$ cat src/rtl/prio_chain_pkg.sv
package prio_chain_pkg;

  typedef enum logic [1:0] {
    GEN_IDLE = 2'd0,
    GEN_ACK  = 2'd1,
    GEN_REST = 2'd2
  } genState_t;

  typedef struct packed {
    logic ackOn;     // acknowledge entering the first cell
    logic clrGrant;  // last acknowledge cycle: retire the served flag
  } chainStrobe_t;

endpackage

$ cat src/rtl/prio_chain_ctrl.sv
module prio_chain_ctrl
  import prio_chain_pkg::*;
#(
  parameter int ACK_LEN = 2
) (
  input  logic         clk,
  input  logic         rstN,
  input  logic         intReq,
  input  logic         intEnable,
  output chainStrobe_t strobe
);

  localparam int CW = (ACK_LEN > 1) ? $clog2(ACK_LEN) : 1;
  localparam logic [CW-1:0] LAST = CW'(ACK_LEN - 1);

  genState_t state;
  logic [CW-1:0] ackCnt;

  always_ff @(posedge clk) begin
    if (!rstN) begin
      state  <= GEN_IDLE;
      ackCnt <= '0;
    end else begin
      case (state)
        GEN_IDLE: begin
          if (intEnable && intReq) begin
            state  <= GEN_ACK;
            ackCnt <= '0;
          end
        end
        GEN_ACK: begin
          if (ackCnt == LAST) state <= GEN_REST;
          else                ackCnt <= ackCnt + 1'b1;
        end
        default: state <= GEN_IDLE;
      endcase
    end
  end

  always_comb begin
    strobe.ackOn    = (state == GEN_ACK);
    strobe.clrGrant = (state == GEN_ACK) && (ackCnt == LAST);
  end

  // acknowledge only starts from an enabled, pending request
  a_r3_ack_needs_req: assert property (@(posedge clk) disable iff (!rstN)
    $rose(strobe.ackOn) |-> $past(intReq && intEnable));

  // a quiet cycle follows every acknowledge
  a_r3_rest_gap: assert property (@(posedge clk) disable iff (!rstN)
    $fell(strobe.ackOn) |=> !strobe.ackOn);

  // disabled while idle means no acknowledge next cycle
  a_r9_no_ack_disabled: assert property (@(posedge clk) disable iff (!rstN)
    (state == GEN_IDLE && !intEnable) |=> !strobe.ackOn);

endmodule

$ cat src/rtl/prio_chain_path.sv
module prio_chain_path
  import prio_chain_pkg::*;
#(
  parameter int N        = 8,
  parameter int VEC_W    = 8,
  parameter int VEC_BASE = 64,
  parameter int VEC_STEP = 4
) (
  input  logic             clk,
  input  logic             rstN,
  input  logic [N-1:0]     devReq,
  input  chainStrobe_t     strobe,
  output logic [N-1:0]     pending,
  output logic             intReq,
  output logic             vecValid,
  output logic [VEC_W-1:0] vecBus
);

  logic [N-1:0] chainIn;   // acknowledge arriving at each cell
  logic [N-1:0] grant;     // cell holds the acknowledge
  logic [VEC_W-1:0] cellVec [N];

  assign chainIn[0] = strobe.ackOn;

  for (genvar i = 0; i < N; i++) begin : g_cell
    localparam logic [VEC_W-1:0] MY_VEC = VEC_W'(VEC_BASE + VEC_STEP * i);

    assign grant[i]   = chainIn[i] & pending[i];
    assign cellVec[i] = grant[i] ? MY_VEC : '0;

    if (i < N - 1) begin : g_pass
      assign chainIn[i+1] = chainIn[i] & ~pending[i];
    end

    // a sampled request always lands in the flag
    a_r1_capture: assert property (@(posedge clk) disable iff (!rstN)
      devReq[i] |=> pending[i]);

    // the served flag retires when acknowledge ends
    a_r7_retire: assert property (@(posedge clk) disable iff (!rstN)
      (grant[i] && strobe.clrGrant && !devReq[i]) |=> !pending[i]);

    if (i > 0) begin : g_prio
      // a granted cell has no higher-priority neighbour pending
      a_r4_lowest_wins: assert property (@(posedge clk) disable iff (!rstN)
        grant[i] |-> (pending[i-1:0] == '0));
    end
  end

  always_ff @(posedge clk) begin
    if (!rstN) pending <= '0;
    else       pending <= (pending & ~(grant & {N{strobe.clrGrant}})) | devReq;
  end

  always_comb begin
    vecBus = '0;
    for (int k = 0; k < N; k++) vecBus = vecBus | cellVec[k];
  end

  assign vecValid = |grant;
  assign intReq   = |pending;

  // never more than one cell on the vector bus
  a_r5_single_grant: assert property (@(posedge clk) disable iff (!rstN)
    $onehot0(grant));

  // bus quiet outside acknowledge
  a_r6_quiet_bus: assert property (@(posedge clk) disable iff (!rstN)
    !strobe.ackOn |-> (!vecValid && vecBus == '0));

endmodule

$ cat src/rtl/prio_chain_top.sv
module prio_chain_top
  import prio_chain_pkg::*;
#(
  parameter int N        = 8,
  parameter int VEC_W    = 8,
  parameter int VEC_BASE = 64,
  parameter int VEC_STEP = 4,
  parameter int ACK_LEN  = 2
) (
  input  logic             clk,
  input  logic             rstN,
  input  logic [N-1:0]     devReq,
  input  logic             intEnable,
  output logic             intReq,
  output logic             intAck,
  output logic             vecValid,
  output logic [VEC_W-1:0] vecBus,
  output logic [N-1:0]     pendingOut
);

  chainStrobe_t strobe;

  prio_chain_ctrl #(.ACK_LEN(ACK_LEN)) u_ctrl (
    .clk       (clk),
    .rstN      (rstN),
    .intReq    (intReq),
    .intEnable (intEnable),
    .strobe    (strobe)
  );

  prio_chain_path #(
    .N(N), .VEC_W(VEC_W), .VEC_BASE(VEC_BASE), .VEC_STEP(VEC_STEP)
  ) u_path (
    .clk      (clk),
    .rstN     (rstN),
    .devReq   (devReq),
    .strobe   (strobe),
    .pending  (pendingOut),
    .intReq   (intReq),
    .vecValid (vecValid),
    .vecBus   (vecBus)
  );

  assign intAck = strobe.ackOn;

endmodule

$ cat config.mk
export PLATFORM = sky130hd
export DESIGN_NAME = prio_chain_top
export DESIGN_NICKNAME = d
export VERILOG_FILES = /design/src/rtl/prio_chain_pkg.sv /design/src/rtl/prio_chain_ctrl.sv /design/src/rtl/prio_chain_path.sv /design/src/rtl/prio_chain_top.sv
export SDC_FILE = /design/constraint.sdc
export NUM_CORES = 1
export LEC_CHECK = 0
export ABC_AREA = 0
export BUFFER_PORTS_ARGS = -buffer_cell sky130_fd_sc_hd__buf_2
export CELL_PAD_IN_SITES_DETAIL_PLACEMENT = 0
export CELL_PAD_IN_SITES_GLOBAL_PLACEMENT = 1
export CORE_MARGIN = 5
export CORE_UTILIZATION = 31
export DETAILED_ROUTE_END_ITERATION = 12
export HOLD_SLACK_MARGIN = 0.1
export PLACE_DENSITY_LB_ADDON = 0.08
export SETUP_SLACK_MARGIN = 0.3
export SLEW_MARGIN = 15
export SYNTH_ARGS = -nofsm -noshare
export SYNTH_HDL_FRONTEND = slang
export SYNTH_SLANG_ARGS = --single-unit
export TNS_END_PERCENT = 100
$ cat constraint.sdc
create_clock -name clk -period 2.2 [get_ports clk]
set_input_delay 0.33 -clock clk [delete_from_list [all_inputs] [get_ports clk]]
set_output_delay 0.33 -clock clk [all_outputs]
set_load 0.01 [all_outputs]
[Word level (Yosys, flattened, before mapping)]
Index checks and enable logic that the tools add are counted.
Widths: inputs -> output; s select.
Cells by class
  add/sub/neg operators: 1
  $mul: 0
  divide/modulo/power cells: 0
  $lt $le $gt $ge: 0
  eq/ne operators: 3
  shift operators: 0
  muxes and demuxes: 14
  bitwise logic cells: 33
  reduce and logical (&&, ||, !) cells: 8
Operator list (count)
  $or 8x8->8: 8
  $mux 7: 8
  $and 8x8->8: 2
  $reduce_or 8->1: 2
  $and 1x1->1: 15
  $not 8->8: 1
  $not 1->1: 7
  $mux 2: 2
  $ne 2x1->1 const B: 2
  $pmux 2 s2: 1
  $reduce_and 2->1: 2
  $eq 2x1->1 const B: 1
  $logic_and 1x1->1: 2
  $logic_not 2->1: 1
  $mux 1: 2
  $pmux 1 s2: 1
  $reduce_bool 2->1: 1
  $add 1x1->1 const B: 1
Word-level totals
  register bits: 11
  latch bits: 0
  RAM bits: 0
  ROM bits: 0
  input bits: 11
  output and inout port bits: 19
  logic and storage cells: 62
  memories kept: 0

[Logic depth before layout (Yosys ltp)]
Gate-level depths: netlist (run 1).
  word-level depth: 13
  depth in mapped cells: 4
  depth with buffers taken out: 4

[By module]
Synthesis (run 1) repeated with hierarchy kept, for this count alone.
Second synthesis, totals
  cells, all modules: 66
  area total of the unflattened synthesis: 570.5 um^2
By module, submodules not included
  prio_chain_path: times used 1, cells each 54, area an instance 437.9 um^2, sequential area each 160.2 um^2
  prio_chain_ctrl: times used 1, cells each 12, area an instance 132.6 um^2, sequential area each 60.1 um^2

[Worst setup path before layout (run 1)]
OpenSTA, ideal clock, no wires.
  path type: reg-to-output
  from: register u_ctrl.state[1]
  to: output port vecBus[4]
  arrival time: 1185 ps
  required time: 1870 ps
  path slack: 685 ps
  stages on the path, launching flop included: 4
  path buffers: 0
  cells stage by stage: dfxtp_1 > nand2b_1 > or3_1 > nor4_1
Between the ends
  word-level cells in the longest chain between the ends: 11
  elaborated cells on any way between the ends: 20
  classes of those cells: 1 x eq/ne; 4 x mux; 15 x bitwise
RTL lines
  from (decl): RTL line prio_chain_ctrl.sv:16  | genState_t state;
  from (signal assigned): RTL line prio_chain_ctrl.sv:21  | state <= GEN_IDLE;
  from (signal assigned): RTL line prio_chain_ctrl.sv:27  | state <= GEN_ACK;
  from (signal assigned): RTL line prio_chain_ctrl.sv:32  | if (ackCnt == LAST) state <= GEN_REST;
  $eq 2x1->1 (*): RTL line prio_chain_ctrl.sv:41  | strobe.ackOn = (state == GEN_ACK);
  $and 1x1->1 (*) (4 in a row): RTL line prio_chain_path.sv:32  | assign chainIn[i+1] = chainIn[i] & ~pending[i];
  $and 1x1->1, on equally long branches: RTL line prio_chain_path.sv:28, prio_chain_path.sv:32
  $mux 7, or another cell as far along: RTL line prio_chain_path.sv:29  | assign cellVec[i] = grant[i] ? MY_VEC : '0;
  $or 8x8->8, or another cell as far along (2 in a row): RTL line prio_chain_path.sv:57  | for (int k = 0; k < N; k++) vecBus = vecBus | cellVec[k];
  $or 8x8->8 or $mux 7 (tied branches): RTL line prio_chain_path.sv:57, prio_chain_path.sv:29
  $or 8x8->8 (*): RTL line prio_chain_path.sv:57
  to (decl): RTL line prio_chain_top.sv:17  | output logic [VEC_W-1:0] vecBus,
Mark *: on every way between the ends. The rest lies on a longest branch, timed or not.

[Final worst setup path (run 1)]
  from: register u_ctrl.state[0]
  to: output port vecBus[4]
Same word-level chain as after synthesis.

==> impl_metrics.ini, run 1 <==
[worst_setup_path]
crit_type = reg -> out
required_ps = 1870
cp-start-kind = flip-flop
cp.arrival_ps = 1440
cp_max_fo = 6
end_kind = primary output

[placed_design]
place_ws_ps = 670.8
io_buffer_count = 25
gp_congestion = 0.6833
dpl.hpwl_um = 1132

[cts]
clockBufferDepth = 2
worstSkewPairLatency_ps = 270
cts.hold.buffers_added = 0
cts.sinks = 11
cts-htree-levels = 1
tritoncts = done
path_clk_slew_ps = 70
root_buffer = clkbuf_4
cts_made_buffers = 3

[sta]
fin_skew_ps = 1.795
finalSetupViolCount = 0
finalSetupTns_ps = 0
setup_slack_ps = 434.4
fmax_mhz = 566.4
finalHoldViolations = 0
maxSlewHeadroom_pct = 62.85
rsz0062_at_grt = false
maxSlewViolCount = 0
fin_crit_sh_pct = 80.25
tightest_slew_ps = 552.6
period_needed_ps = 1766

[logic_synthesis]
synth_cell_type_count = 22
synth_fa_ha_area_share_pct = 0
yosys_register_bits = 11
netlist_area_um2 = 568.0
syn_avg_cell_area_um2 = 8.115
ys_seq_area_share_pct = 38.77
synth_top_family_by_area = simple AND/OR/NAND/NOR gates
synth_mux_area_share_pct = 0
synth_warnings = 0
synthSimpleGateAreaFrac_pct = 28.41
synth_compound_area_share_pct = 22.25
synthXorXnorAreaFrac_pct = 0
syn_inst = 70

[die]
dieArea_um2 = 2788
chipWidth_um = 52.81
die_h_um = 52.81
fp.coreArea_um2 = 1727
io_pins = 30
initial_utilization_pct = 32.90
core.rowCount = 15

[power_and_ir_drop]
p_leak_nw = 0.3367
power_density_nw_per_um2 = 651.8
ir_worst_vdd_mv = 0.3775
total_power_mw = 0.4754

[final_layout]
n_fill_cell = 200
drive_gt1_share_pct = 35.42
final_nets = 108
num_antenna_cells = 0
syn_to_final_growth_pct = 28.41
layout_common_cells = buf_2 (25), dfxtp_1 (11), o21ai_0 (10), nor2_1 (8), a21oi_1 (8)
final_core_util_pct = 42.25
final_common_cell = buf_2

[global_routing]
grt_max_degree = 13
grt_use_total_pct = 11.05
grt_pass1_wl_um = 2228
grt.overflow.total = 0
grt_pass1_vias = 486
antenna_found_initial = 0

[detailed_routing]
vias_per_cell = 4.736
wl_um = 1490
wire_per_inst_um = 12.31
post-route-drc-count = 0
dr.pass1.iters = 4
ant_nets = 0
drt_iter0_drc = 3
num_vias = 573

[hold_path]
min_path_type = in -> reg

[run]
cap_violations = 0

[outcome]
status = completed
[critical path, stage by stage (launching register included)]
cell      delay, ps
dfxtp_1         410
nand2b_4         90
or3_1           320
nor4_1          160
buf_2           170
[power breakdown]
part	leakage, nW	internal [mW]	switching [mW]
Combinational	0.227	0.0425	0.0506
Sequential	0.0917	0.214	0.0288
Clock	0.0177	0.0673	0.0724
[synth_stat cells (all sizes together)]
library cell  number  area (µm²)
nand2b             1       6.260
conb               1       3.750
nand2              3       11.26
clkbuf             1       3.750
nor2               8       30.03
a21oi              8       40.04
and3               1       6.260
nor3               2       10.01
a2111oi            1       15.01
nor2b              2       12.51
o21ai             10       50.05
dfxtp             11       220.2
a211oi             1       7.510
buf                5       37.54
or3                1       6.260
inv                4       15.01
nor4               7       71.31
o21a               1       7.510
a31oi              1       6.260
nand3b             1       7.510
[state kept, by name, indices dropped and copies added, names as in the netlist]
register / flops
u_path.pending: 8
u_ctrl.state: 2
u_ctrl.ackCnt: 1
[logic make-up after synthesis]
kind of cell,after synthesis
AO/OA/AOI/OAI,22
buffers and inverters,10
other,1
AND/OR/NAND/NOR,26
flip-flops,11
[repair_timing]
| item | in CTS | in global routing |
|---|---|---|
| gates resized for setup | 0 | 2 |
| hold endpoints to repair | 0 | 0 |
| setup buffers | 0 | 0 |
| setup endpoints to repair | 0 | 1 |
[final timing paths]
kind | from | endpoint | slack [ps] | depth (start not counted)
worst max-delay path | u_ctrl.state[0] | vecBus[4] | 430 | 4
worst min register to register | u_ctrl.ackCnt | u_ctrl.state[1] | 520 | 1
worst max register to register | u_ctrl.state[0] | u_path.pending[3] | 830 | 3
worst min-delay path | devReq[3] | u_path.pending[3] | 260 | 3
[metal layers]
layer	global-route usage (%)	wire length, µm	share of wire [%]
met1	13.07	643	43
met2	17.77	731	49
met3	5.413	102	6.8
met4	2.553	12	0.81
met5	0	0	0
[cell type report]
cell class / count / area [µm²] / share of cell area [%]
Sequential cell: 11 / 220.2 / 30.19
Tap cell: 25 / 31.28 / 4.288
Clock buffer: 3 / 22.52 / 3.087
Multi-Input combinational cell: 52 / 310.3 / 42.54
Clock inverter: 1 / 5.005 / 0.6861
Inverter: 4 / 15.01 / 2.058
Timing Repair Buffer: 25 / 125.1 / 17.15
[stage by stage]
stage          std cells  instance area, µm²  hold slack [ps]
6_report             121               729.5            256.9
5_1_grt              121               729.5            246.4
4_1_cts              121               721.9            253.5
3_5_place_dp         117               694.4            515.7
3_3_place_gp         117               694.4            503.2
2_1_floorplan         73               579.3            438.6
No activity file was read; power rests on OpenSTA's default activity.
==> run 2, diff against run 1 <==
Settings changed: CORE_UTILIZATION 31 to 26.
Clock period 2.2 ns to 1.4 ns, I/O delays scaled along.
==> run 2 against run 1 <==
The run now ends with setup timing left; sequential cell count stayed put; global-route usage is 0.29 points lower; final cell count is 12% higher; clock skew is 3.2 ps higher; worst setup slack worse by 600 ps; routed wire length is 9.3% higher; sequential share of layout area is 3.6 points lower; worst hold slack worse by 120 ps; die area is 15% higher; non-clock buffer count is 12 higher; critical path type unchanged; critical endpoint unchanged.
==> impl_metrics.ini, run 2 (synthesis results as in run 1) <==
[placed_design]
place_ws_ps = 94.99
io_buffer_count = 25
gp_congestion = 0.7152
dp_cells = 123
dpl.hpwl_um = 1158

[detailed_routing]
vias_per_cell = 4.625
wire_per_inst_um = 11.97
drt_iter0_drc = 8
dr_wl_met3_um = 124
post-route-drc-count = 0
dr.pass1.iters = 3
top_layer_used = met4
ant_nets = 0
wl_um = 1628
num_vias = 629
wl_met1_um = 781
wl_met2_um = 706

[power_and_ir_drop]
p_leak_nw = 0.4098
total_power_mw = 0.8054
ir_worst_vdd_mv = 0.3667
power_density_nw_per_um2 = 845.9

[final_layout]
fin_cells = 136
top_register = u_path.pending
largest_reg_flops = 8
syn_to_final_growth_pct = 67.62
n_fill_cell = 237
num_antenna_cells = 0
final_nets = 120
final_common_cell = buf_2
top_regs = u_path.pending (8), u_ctrl.state (2), u_ctrl.ackCnt (1)
layout_common_cells = buf_2 (23), nor2_1 (8), o21ai_0 (8), buf_4 (8), dfxtp_4 (8)
drive_gt1_share_pct = 61.11

[worst_setup_path]
reg2reg_from = u_ctrl.state[1]
cp.arrival_ps = 1350
reg2reg_depth = 8
required_ps = 1190
r2r_end = u_path.pending[7]
r2r_slack_ps = -140
cp-start-kind = flip-flop
end_kind = primary output
cp_max_fo = 2
crit_type = reg -> out

[sta]
fin_crit_sh_pct = 111.8
period_needed_ps = 1565
maxSlewViolCount = 0
finalSetupViolCount = 14
fmax_mhz = 639.0
finalHoldViolations = 0
setup_slack_ps = -164.9
fin_skew_ps = 5.029
rsz0062_at_grt = true

[die]
initial_utilization_pct = 26.44
fp.coreArea_um2 = 2148
die_h_um = 56.74
dieArea_um2 = 3219
io_pins = 30
chipWidth_um = 56.74
core.rowCount = 17

[cts]
worstSkewPairLatency_ps = 270
root_buffer = clkbuf_4
tritoncts = done
cts.sinks = 11
cts.hold.buffers_added = 0
cts-htree-levels = 1
cts_made_buffers = 3
path_clk_slew_ps = 70
clockBufferDepth = 2

[global_routing]
grt.overflow.total = 0
antenna_found_initial = 0
grt_use_total_pct = 10.76
grt_pass1_wl_um = 2704
grt_pass1_vias = 588
grt_max_degree = 13

[hold_path]
holdPathStages = 3
min_delay_worst_endpoint = u_path.pending[3]
min-delay-start = devReq[3]
min_path_type = in -> reg

[outcome]
status = finished with violations
violations = setup timing

[run]
cap_violations = 0
## run 2: per-layer routing
metal,up-vias,GRT usage (%)
li1,321,-
met1,289,14.40
met2,17,14.69
met3,2,3.908
met4,0,5.960
met5,-,0
## run 2: critical path, cell delays in order (launching register included)
cell,delay (ps)
dfxtp_2,320
nand2b_4,130
or3_4,360
nor4_4,120
buf_2,160
## run 2: area by class of cell
cell class	instances	area (µm²)	area share (%)
sequential	11	252.7	26.54
clock buffer	4	26.28	2.760
inverter	4	15.01	1.577
timing repair buffer	37	242.7	25.49
tap	28	35.03	3.679
multi-input combinational	52	380.4	39.95
## run 2: how the worst max path moves through the flow
| stage | startpoint | endpoint | slack [ps] | cells after the start |
|---|---|---|---|---|
| after CTS | u_ctrl.state[1] | vecBus[4] | -190 | 4 |
| after floorplan | u_ctrl.state[1] | vecBus[4] | 190 | 3 |
| after global placement | u_ctrl.state[1] | vecBus[4] | 110 | 4 |
| after detailed placement | u_ctrl.state[1] | vecBus[4] | 90 | 4 |
| final | u_ctrl.state[1] | vecBus[4] | -160 | 4 |
| after global routing | u_ctrl.state[1] | vecBus[4] | -250 | 4 |
## run 2: through the flow
step                instance area (µm²)  utilization [%]  hold slack, ps  TNS, ps
CTS                               908.4            42.28           134.7    -1407
detailed placement                783.3            36.46           421.1        0
floorplan                         645.6                -           318.5        0
finish                            952.2            44.32           141.0    -1313
global placement                  783.3            36.46           406.0        0
global route                      952.2            44.32           148.9    -2311
## run 2: power by group
group | switching [mW] | internal, mW
registers | 0.0498 | 0.335
logic | 0.100 | 0.104
clock network | 0.106 | 0.110
## run 2: timing repair
action / CTS / global route
endpoints found under the setup margin: 16 / 22
buffers inserted: 6 / 3
pin swaps: 6 / 3
gates resized for setup: 16 / 7
==> run 3, diff against run 2 <==
Settings changed: CORE_MARGIN 5 to 8.
==> run 3 against run 2 <==
The run still ends with setup timing left; maximum frequency shrank 0.30%; worst setup slack lost 4.7 ps; routed wire length grew 15%; clock skew grew 1.3 ps; highest routed layer unchanged; final cell count grew 3.7%; non-clock buffer count grew 5; critical path type unchanged; die area grew 22%; via count grew 3.7%; critical path depth is the same; clock-buffer cell count is the same; sequential cell count is the same; core utilization grew 4.0 points; largest cell class unchanged.
==> impl_metrics.ini, run 3 (synthesis results as in run 1) <==
[outcome]
status = finished with violations
violations = setup timing

[global_routing]
grt.overflow.total = 0
grt_use_total_pct = 9.505
grt_pass1_wl_um = 3077
antenna_found_initial = 0
grt_pass1_vias = 671
grt_max_degree = 13

[die]
fp.coreArea_um2 = 2148
initial_utilization_pct = 26.44
chipWidth_um = 62.74
die_h_um = 62.74
io_pins = 30
dieArea_um2 = 3936
core.rowCount = 17

[worst_setup_path]
crit_path_max_incr_delay_ps = 360
cp.buffers_inverters = 1
reg2reg_from = u_path.pending[5]
critPathSlowestCell = or3_4
reg2reg_depth = 4
required_ps = 1190
path_cells = nand2b_4 > or3_4 > nor4_4 > buf_2
cp_max_fo = 2
crit_type = reg -> out
r2r_slack_ps = 140
cp-startpoint = u_ctrl.state[1]
r2r_end = u_ctrl.state[0]
end_kind = primary output
cp-start-kind = flip-flop
critPathTopFamily = simple AND/OR/NAND/NOR gates
cp.arrival_ps = 1360

[placed_design]
io_buffer_count = 25
dp_cells = 123
place_ws_ps = 99.91
dpl.hpwl_um = 1294
gp_congestion = 0.6612
placedInstanceArea_um2 = 783.3

[final_layout]
drive_gt1_share_pct = 64.60
largest_reg_flops = 8
num_antenna_cells = 0
multi_input_area_um2 = 405.4
top_regs = u_path.pending (8), u_ctrl.state (2), u_ctrl.ackCnt (1)
final_common_cell = buf_2
top_register = u_path.pending
n_fill_cell = 222
syn_to_final_growth_pct = 82.60
fin_area_um2 = 1037
fin_cells = 141
layout_common_cells = buf_2 (21), buf_4 (11), buf_6 (10), nor2_1 (8), dfxtp_4 (8)
final_core_util_pct = 48.28
final_nets = 125
regArea_um2 = 252.7

[cts]
clockBufferDepth = 2
cts-htree-levels = 1
cts_made_buffers = 3
cts.sinks = 11
tritoncts = done
cts.hold.buffers_added = 0
worstSkewPairLatency_ps = 260
path_clk_slew_ps = 70
root_buffer = clkbuf_4

[sta]
finalSetupTns_ps = -596.5
rsz0062_at_grt = true
fin_crit_sh_pct = 112.1
fmax_mhz = 637.1
fin_skew_ps = 6.282
setup_slack_ps = -169.6
period_needed_ps = 1570
finalSetupViolCount = 7
maxSlewViolCount = 0
finalHoldViolations = 0
whs_ps = 150.4

[power_and_ir_drop]
power_density_nw_per_um2 = 834.4
ir_worst_vdd_mv = 0.5540
p_leak_nw = 0.4498
total_power_mw = 0.8655

[detailed_routing]
wire_per_inst_um = 13.27
wl_um = 1871
num_vias = 652
ant_nets = 0
vias_per_cell = 4.624
post-route-drc-count = 0
dr.pass1.iters = 3
drt_iter0_drc = 10

[hold_path]
min_path_type = in -> reg
holdPathStages = 3
min-delay-start = devReq[3]
min_delay_worst_endpoint = u_path.pending[3]

[run]
cap_violations = 0
-- run 3: what timing repair did --
item	in CTS	in global routing
buffers inserted	8	6
resized for setup	17	17
endpoints found under the setup margin	16	20
pin swaps	4	3
-- run 3: worst max path at each step --
stage | endpoint | cells after the start
after floorplan | vecBus[4] | 3
after global placement | vecBus[4] | 4
after detailed placement | vecBus[4] | 4
after CTS | vecBus[4] | 4
after global routing | vecBus[4] | 4
final | vecBus[4] | 4
-- run 3: metal layers --
layer,track usage [%],part of all wire (%),up-vias
met5,0,0,-
met2,15.52,45,18
met4,2.564,0.86,0
met3,3.763,4.9,2
met1,11.23,49,301
li1,-,-,331
-- run 3: power breakdown --
group          internal [mW]  total (mW)  switching, mW
Clock                  0.110       0.215          0.105
Combinational          0.144       0.265          0.121
Sequential             0.336       0.386         0.0500
Total                  0.590       0.865          0.276
-- run 3: worst min-delay path: stages --
cell	delay, ps
buf_2	80
nand2_1	50
o21ai_2	40
-- run 3: area by class of cell --
type	count	share of cell area (%)
multi-input combinational	52	39.08
inverter	4	1.689
sequential	11	24.37
timing repair buffer	42	28.95
clock buffer	4	2.533
tap	28	3.378
